===== config.mk =====
export PLATFORM = sky130hd
export DESIGN_NAME = modem_irq_regs
export DESIGN_NICKNAME = d
export VERILOG_FILES = /design/src/rtl/mi_pkg.sv /design/src/rtl/mi_line_sync.sv /design/src/rtl/mi_change_latch.sv /design/src/rtl/mi_irq_encoder.sv /design/src/rtl/modem_irq_regs.sv
export SDC_FILE = /design/constraint.sdc
export NUM_CORES = 1
export LEC_CHECK = 0
export CAP_MARGIN = 20
export CORE_UTILIZATION = 30
export CTS_CLUSTER_SIZE = 30
export DETAILED_ROUTE_END_ITERATION = 8
export PLACE_DENSITY = 0.53
export SLEW_MARGIN = 10
export SYNTH_ARGS = -nofsm -noshare
export SYNTH_HDL_FRONTEND = slang
export SYNTH_SLANG_ARGS = --single-unit

===== constraint.sdc =====
create_clock -name clk -period 2.1 [get_ports clk]
set_clock_uncertainty 0.1 [all_clocks]
set_input_delay 0.21 -clock clk [delete_from_list [all_inputs] [get_ports clk]]
set_output_delay 0.21 -clock clk [all_outputs]
set_load 0.02 [all_outputs]

===== src/rtl/mi_pkg.sv =====
package mi_pkg;
  localparam int unsigned ADDR_W = 4;
  localparam int unsigned DATA_W = 8;
  localparam int unsigned CODE_W = 3;

  localparam logic [ADDR_W-1:0] OFF_MSR = 4'd2;
  localparam logic [ADDR_W-1:0] OFF_ISR = 4'd3;
  localparam logic [ADDR_W-1:0] OFF_IER = 4'd4;
  localparam logic [ADDR_W-1:0] OFF_MCR = 4'd6;
  localparam logic [ADDR_W-1:0] OFF_CTL = 4'd7;

  localparam logic [DATA_W-1:0] IER_MASK = 8'h0B;
  localparam logic [DATA_W-1:0] MCR_MASK = 8'h03;
  localparam logic [DATA_W-1:0] CTL_MASK = 8'h01;

  localparam int unsigned IER_RX_BIT = 0;
  localparam int unsigned IER_TX_BIT = 1;
  localparam int unsigned IER_MS_BIT = 3;

  typedef enum logic [CODE_W-1:0] {
    SRC_NONE  = 3'b000,
    SRC_RX    = 3'b001,
    SRC_TX    = 3'b010,
    SRC_MODEM = 3'b011
  } irq_src_e;

  typedef struct packed {
    logic dcd;
    logic ri;
    logic dsr;
    logic cts;
  } modem_lines_t;
endpackage


===== src/rtl/mi_line_sync.sv =====
module mi_line_sync #(
  parameter int unsigned WIDTH  = 4,
  parameter int unsigned STAGES = 2
) (
  input  logic             clk,
  input  logic             rst_n,
  input  logic [WIDTH-1:0] d,
  output logic [WIDTH-1:0] q
);
  logic [WIDTH-1:0] stage_q [STAGES];

  generate
    for (genvar s = 0; s < STAGES; s++) begin : g_stage
      if (s == 0) begin : g_first
        always_ff @(posedge clk or negedge rst_n) begin
          if (!rst_n) stage_q[s] <= '0;
          else        stage_q[s] <= d;
        end
      end else begin : g_next
        always_ff @(posedge clk or negedge rst_n) begin
          if (!rst_n) stage_q[s] <= '0;
          else        stage_q[s] <= stage_q[s-1];
        end
      end
    end
  endgenerate

  assign q = stage_q[STAGES-1];
endmodule


===== src/rtl/mi_change_latch.sv =====
module mi_change_latch (
  input  logic clk,
  input  logic rst_n,
  input  logic level,
  input  logic clr,
  output logic edge_o,
  output logic flag_o
);
  logic prev_q;
  logic flag_q;

  assign edge_o = level ^ prev_q;

  always_ff @(posedge clk or negedge rst_n) begin
    if (!rst_n) begin
      prev_q <= 1'b0;
      flag_q <= 1'b0;
    end else begin
      prev_q <= level;
      if (edge_o)   flag_q <= 1'b1;
      else if (clr) flag_q <= 1'b0;
    end
  end

  assign flag_o = flag_q;
endmodule


===== src/rtl/mi_irq_encoder.sv =====
module mi_irq_encoder #(
  parameter int unsigned N_SRC  = 3,
  parameter int unsigned CODE_W = 3
) (
  input  logic [N_SRC-1:0]  active,
  output logic              pending,
  output logic [CODE_W-1:0] code
);
  always_comb begin
    code = '0;
    for (int i = N_SRC - 1; i >= 0; i--) begin
      if (active[i]) code = CODE_W'(i + 1);
    end
  end

  assign pending = |active;
endmodule


===== src/rtl/modem_irq_regs.sv =====
module modem_irq_regs
  import mi_pkg::*;
#(
  parameter int unsigned SYNC_STAGES = 2,
  parameter bit          DTR_INIT    = 1'b1,
  parameter bit          RTS_INIT    = 1'b1
) (
  input  logic              clk,
  input  logic              rst_n,
  input  logic              bus_req,
  input  logic              bus_wr,
  input  logic [ADDR_W-1:0] bus_addr,
  input  logic [DATA_W-1:0] bus_wdata,
  output logic [DATA_W-1:0] bus_rdata,
  output logic              bus_ack,
  input  logic              cts_in,
  input  logic              dsr_in,
  input  logic              ri_in,
  input  logic              dcd_in,
  input  logic              rx_avail,
  input  logic              tx_empty,
  output logic              dtr_out,
  output logic              rts_out,
  output logic              tx_may_start,
  output logic              irq
);
  localparam int unsigned N_LINES = $bits(modem_lines_t);
  localparam int unsigned N_SRC   = 3;

  modem_lines_t          lines_raw;
  modem_lines_t          lines_s;
  logic                  dcd_edge;
  logic                  dcd_chg;
  logic                  access;
  logic                  wr_fire;
  logic                  msr_clr;
  logic [DATA_W-1:0]     ie_q;
  logic [DATA_W-1:0]     mc_q;
  logic [DATA_W-1:0]     ctl_q;
  logic [N_SRC-1:0]      src_active;
  logic                  src_pending;
  logic [CODE_W-1:0]     isr_code;
  logic [DATA_W-1:0]     msr_val;
  logic [DATA_W-1:0]     isr_val;
  logic [DATA_W-1:0]     rd_mux;
  logic                  ack_q;
  logic [DATA_W-1:0]     rdata_q;

  assign lines_raw = '{dcd: dcd_in, ri: ri_in, dsr: dsr_in, cts: cts_in};

  mi_line_sync #(
    .WIDTH  (N_LINES),
    .STAGES (SYNC_STAGES)
  ) u_sync (
    .clk   (clk),
    .rst_n (rst_n),
    .d     (lines_raw),
    .q     (lines_s)
  );

  assign access  = bus_req & ~ack_q;
  assign wr_fire = access & bus_wr;
  assign msr_clr = wr_fire & (bus_addr == OFF_MSR);

  mi_change_latch u_dcd_chg (
    .clk    (clk),
    .rst_n  (rst_n),
    .level  (lines_s.dcd),
    .clr    (msr_clr),
    .edge_o (dcd_edge),
    .flag_o (dcd_chg)
  );

  always_ff @(posedge clk or negedge rst_n) begin
    if (!rst_n) begin
      ie_q  <= '0;
      mc_q  <= {{(DATA_W-2){1'b0}}, RTS_INIT, DTR_INIT};
      ctl_q <= '0;
    end else if (wr_fire) begin
      case (bus_addr)
        OFF_IER: ie_q  <= bus_wdata & IER_MASK;
        OFF_MCR: mc_q  <= bus_wdata & MCR_MASK;
        OFF_CTL: ctl_q <= bus_wdata & CTL_MASK;
        default: ;
      endcase
    end
  end

  assign src_active = {ie_q[IER_MS_BIT] & dcd_chg,
                       ie_q[IER_TX_BIT] & tx_empty,
                       ie_q[IER_RX_BIT] & rx_avail};

  mi_irq_encoder #(
    .N_SRC  (N_SRC),
    .CODE_W (CODE_W)
  ) u_enc (
    .active  (src_active),
    .pending (src_pending),
    .code    (isr_code)
  );

  assign msr_val = {lines_s.dcd, lines_s.ri, lines_s.dsr, lines_s.cts, dcd_chg, 3'b000};
  assign isr_val = {src_pending, 2'b00, isr_code, 2'b00};

  always_comb begin
    case (bus_addr)
      OFF_MSR: rd_mux = msr_val;
      OFF_ISR: rd_mux = isr_val;
      OFF_IER: rd_mux = ie_q;
      OFF_MCR: rd_mux = mc_q;
      OFF_CTL: rd_mux = ctl_q;
      default: rd_mux = '0;
    endcase
  end

  always_ff @(posedge clk or negedge rst_n) begin
    if (!rst_n) begin
      ack_q   <= 1'b0;
      rdata_q <= '0;
    end else begin
      ack_q <= access;
      if (access) rdata_q <= bus_wr ? '0 : rd_mux;
    end
  end

  assign bus_ack      = ack_q;
  assign bus_rdata    = rdata_q;
  assign dtr_out      = mc_q[0];
  assign rts_out      = mc_q[1];
  assign tx_may_start = ~ctl_q[0] | lines_s.cts;
  assign irq          = src_pending;
endmodule


# ---- Word level (Yosys, flattened, before mapping)
# Cells that the tools add are included.
dict set report word_totals {
  register_bits 25
  input_bits 22
  output_inout_bits 13
}
dict set report op_classes {
  eq_ne 5
  n_mux 7
  n_bitwise 10
  reduce_logical 5
}
# cell n
set ops {}
lappend ops {{$pmux W8 S5} 1}
lappend ops {{$eq A4 B3 Y1 const B} 3}
lappend ops {{$eq A4 B2 Y1 const B} 2}
lappend ops {{$mux W8} 1}
lappend ops {{$and A1 B1 Y1} 6}
lappend ops {{$mux W2} 3}
lappend ops {{$reduce_and A2 Y1} 3}
lappend ops {{$reduce_or A3 Y1} 1}
lappend ops {{$mux W1} 2}
lappend ops {{$not A1 Y1} 2}
lappend ops {{$reduce_bool A2 Y1} 1}
lappend ops {{$or A1 B1 Y1} 1}
lappend ops {{$xor A1 B1 Y1} 1}

# ---- Logic depth before layout (Yosys ltp)
dict set report logic_depth {
  ltp_word 6
  depth_mapped 5
}

# ---- By module
# From an unflattened synthesis, not the netlist that was laid out.
dict set report hier_totals {
  hier_cells 97
  area_unflattened_um2 1129.8
}
# module n_inst cells_each area_each_um2
set modules_own_cells {}
lappend modules_own_cells {modem_irq_regs 1 73 792.0}
lappend modules_own_cells {mi_line_sync 1 12 230.2}
lappend modules_own_cells {mi_change_latch 1 5 70.1}
lappend modules_own_cells {mi_irq_encoder 1 7 37.5}

# ---- Worst setup path before layout
# No wires, ideal clock.
dict set report synth_path {
  path_kind {reg2reg}
  from {register ack_q, in the netlist bus_ack}
  to {register ie_q[0]}
  setup_ns 0.125
  arrival_ns 1.367
  t_required_ns 1.875
  slack_ns 0.508
  stages_incl_launch_ff 6
  path_cell_list {dfrtp_1 nand2b_4 inv_1 and3_4 and2_4 mux2_2}
}
dict set report synth_between {
  elab_chain_len 4
}
# item line
set synth_rtl {}
lappend synth_rtl {{from (decl)} modem_irq_regs.sv:46} ;# logic ack_q;
lappend synth_rtl {{from (signal assigned)} modem_irq_regs.sv:121} ;# ack_q <= access;
lappend synth_rtl {{$not A1 Y1} modem_irq_regs.sv:61} ;# assign access = bus_req & ~ack_q;
lappend synth_rtl {{$and A1 B1 Y1} modem_irq_regs.sv:61}
lappend synth_rtl {{via access} modem_irq_regs.sv:34} ;# logic access;
lappend synth_rtl {{$and A1 B1 Y1} modem_irq_regs.sv:62} ;# assign wr_fire = access & bus_wr;
lappend synth_rtl {{$reduce_and A2 Y1 (no source line)} --}
lappend synth_rtl {{to (signal assigned)} modem_irq_regs.sv:81} ;# OFF_IER: ie_q <= bus_wdata & IER_MASK;
lappend synth_rtl {{to (decl)} modem_irq_regs.sv:37} ;# logic [DATA_W-1:0] ie_q;
# The timed path passes the listed nets, and every way through them passes these cells.
# A chain may end at the register's enable or synchronous reset.

# ---- Worst setup path after layout
dict set report layout_path {
  from {register u_dcd_chg.flag_q, in the netlist u_dcd_chg.flag_o}
  to {output port irq}
}
dict set report layout_between {
  elab_chain_len 2
}
# item line
set layout_rtl {}
lappend layout_rtl {{from (decl)} mi_change_latch.sv:10} ;# logic flag_q;
lappend layout_rtl {{from (signal assigned)} mi_change_latch.sv:17} ;# flag_q <= 1'b0;
lappend layout_rtl {{from (signal assigned)} mi_change_latch.sv:20} ;# if (edge_o) flag_q <= 1'b1;
lappend layout_rtl {{from (signal assigned)} mi_change_latch.sv:21} ;# else if (clr) flag_q <= 1'b0;
lappend layout_rtl {{$and A1 B1 Y1} modem_irq_regs.sv:89} ;# assign src_active = {ie_q[IER_MS_BIT] & dcd_chg,
lappend layout_rtl {{$reduce_or A3 Y1} mi_irq_encoder.sv:16} ;# assign pending = |active;
lappend layout_rtl {{to (decl)} modem_irq_regs.sv:25} ;# output logic irq
# No other way between the ends.

==> results.sh <==
export IMPL_status="completed"
export IMPL_cts_sinks=25
export IMPL_grt_first_pass_wirelength_um=3220
export IMPL_min_period_over_period_pct=94.2
export IMPL_wl_um=1980
export IMPL_ys_top_cells_by_area="dfrtp_1 (55%), mux2_2 (8.6%), nand2_1 (6.1%), dfstp_2 (5.0%), o21ai_0 (2.4%)"
export IMPL_insertion_delay_ps=310
export IMPL_grt_pass1_vias=722
export IMPL_antenna_found_initial=0
export IMPL_grt_setup_unrepaired="false"
export IMPL_synth_async_sr_flop_share_pct=100
export IMPL_power_density_mw_per_mm2=655
export IMPL_synth_top_family_by_area="simple AND/OR/NAND/NOR gates"
export IMPL_dp_hpwl_um=1530
export IMPL_tritoncts="built"
export IMPL_critical_path_class="reg2out"
export IMPL_cts_root_buf="clkbuf_4"
export IMPL_fillerInstances=335
export IMPL_drtIter0Drc=25
export IMPL_grt_max_degree=17
export IMPL_max_cap_viol_count=0
export IMPL_crit_path_end_kind="output port"
export IMPL_initial_core_util_pct=31.5
export IMPL_worstMarginPinSlew_ps=502
export IMPL_critPathMaxFanout=4
export IMPL_wl_per_cell_um=11.8
export IMPL_avgSynthCellArea_um2=12.1
export IMPL_vias=746
export IMPL_final_cell_mix="clkdlybuf4s50_1 (29), dfrtp_1 (23), nand2_1 (17), mux2_2 (8), o21ai_0 (5)"
export IMPL_clk_path_buf_depth=2
export IMPL_synth_compound_area_share_pct=9.05
export IMPL_io_pins=35
export IMPL_clk_pin_slew_worst_paths_ps=130
export IMPL_ir_drop_uv=276
export IMPL_synth_area_mux_share_pct=8.57
export IMPL_drc=0
export IMPL_gp_congestion=0.793
export IMPL_cts_resized=0
export IMPL_synth_edf_count=0
export IMPL_dr_pass1_iters=4
export IMPL_drive_gt1_share_pct=19.0
export IMPL_max_freq_ghz=0.505
export IMPL_relSlewSlack_pct=66.1
export IMPL_yosys_warnings=0
export IMPL_use_met1_pct=16.8
export IMPL_synthXorXnorAreaFrac_pct=0.833
export IMPL_port_buffers=29
export IMPL_setup_violations=0
export IMPL_hold_class="in2async"
export IMPL_die_area_mm2=0.00374
export IMPL_grt_busiest_layer="met2"
export IMPL_yosys_area_share_simple_pct=19.3
export IMPL_ant_nets=0
export IMPL_synth_area_leader_cell="dfrtp_1"
export IMPL_gr_usage_met3_pct=2.52
export IMPL_cts_setup_buffers=0
export IMPL_place_ws_ps=212
export IMPL_num_antenna_cells=0
export IMPL_leakagePower_nw=0.603
export IMPL_worstPathArrival_ps=1670
export IMPL_dieHeight_um=61.2
export IMPL_synth_fp_nets=109
export IMPL_cts_inserted_buffers=3
export IMPL_synthesis_area_mm2=0.00105
export IMPL_tns_ps=0
export IMPL_rows=21
export IMPL_yosys_register_bits=25
export IMPL_die_w_um=61.2
export IMPL_ys_types=28
export IMPL_start_kind="flop"
export IMPL_area_delta_synth_final_pct=36.1
export IMPL_cts_max_level=1
export IMPL_layout_setup_ws_ps=121
export IMPL_final_common_cell="clkdlybuf4s50_1"
export IMPL_ys_flop_type="dfrtp_1"
export IMPL_timing_final_hold_violations=0
export IMPL_ys_seq_area_share_pct=59.8
export IMPL_synthDominantCellAreaShare_pct=54.8
export IMPL_synth_adder_area_share_pct=0
export IMPL_syn_inst=87
export IMPL_nNetsFinal=144
export IMPL_grt_ovfl_total=0
export IMPL_final_max_slew_violation_count=0
export IMPL_track_usage_pct=11.9
export IMPL_viasPerCell=4.47
export IMPL_ctsHoldBuffers=0
export IMPL_core_mm2=0.00334
export IMPL_met2_usage_pct=17.9
export IMPL_period_needed_ps=1980
export IMPL_critical_path_required_ps=1790
==> report_power, final <==
part           internal [mW]  total, mW  switching [mW]
Sequential             0.518      0.540          0.0216
Combinational          0.102      0.186          0.0847
Clock                 0.0711      0.210           0.139
==> worst max-delay path: stages, from the launching register on <==
cell and delay [ps]:
dfrtp_1 440, a22oi_1 250, nand2_1 120, clkdlybuf4s50_1 550
==> path summary, 6_finish.rpt <==
path | from | cells after the start | end | slack, ps
setup reg to reg | bus_ack | 5 | ie_q[0] | 530
setup / recovery | u_dcd_chg.flag_o | 3 | irq | 120
max in group asynchronous | rst_n | 2 | u_dcd_chg.flag_o | 1230
hold / removal | rst_n | 1 | ctl_q[0] | 100
min in group clk | cts_in | 1 | u_sync.stage_q[4] | 220
hold reg to reg | u_sync.stage_q[7] | 0 | u_sync.q[3] | 270
==> registers in the layout, summed over array words and instances, names as in the netlist <==
| register | cells |
|---|---|
| bus_ack | 1 |
| bus_rdata | 8 |
| ctl_q | 1 |
| ie_q | 3 |
| mc_q | 2 |
| u_dcd_chg.flag_o | 1 |
| u_dcd_chg.prev_q | 1 |
| u_sync.q | 4 |
| u_sync.stage_q | 4 |
==> Yosys cell counts (2+ instances only) <==
cell type,number
o21ai_0,5
dfrtp_1,23
dfstp_2,2
nand2_1,17
nand3_1,4
nor2_1,2
mux2_2,8
inv_1,2
nand2b_1,2
a32o_1,2
and3_4,2
a22oi_1,2
==> metal layers <==
layer,part of all wire [%],up-vias
li1,-,374
met1,50,352
met2,45,18
met3,4.3,2
met4,0.96,0
met5,0,-
==> area by class of cell <==
class / count / area, um^2 / share of cell area [%]
sequential: 25 / 628 / 43.9
multi-input combinational: 58 / 397 / 27.7
timing repair buffer: 32 / 313 / 21.9
tap: 46 / 57.6 / 4.02
clock buffer: 3 / 22.5 / 1.57
inverter: 2 / 7.51 / 0.525
clock inverter: 1 / 5.00 / 0.350
==> cell families (layout without fill, tap and decap cells) <==
| group | count (synthesis) | count (layout) |
|---|---|---|
| xor gates and xnor gates | 1 | 1 |
| buffers and inverters | 4 | 38 |
| and+or+nand+nor | 35 | 35 |
| muxes | 8 | 8 |
| AOI/OAI and AO/OA | 14 | 14 |
| DFF | 25 | 25 |
==> through the flow <==
step / util, % / power (mW) / instance area, um^2 / hold WS (ps) / cells
floorplan: - / 0.639 / 1050 / -186 / 87
global placement: 42.0 / 0.734 / 1400 / 233 / 163
detailed placement: 42.0 / 0.737 / 1400 / 236 / 163
CTS: 42.9 / 0.949 / 1430 / 95.9 / 167
global route: 42.9 / 0.993 / 1430 / 102 / 167
finish: 42.9 / 0.936 / 1430 / 95.8 / 167
No activity file was read; power rests on OpenSTA's default activity.
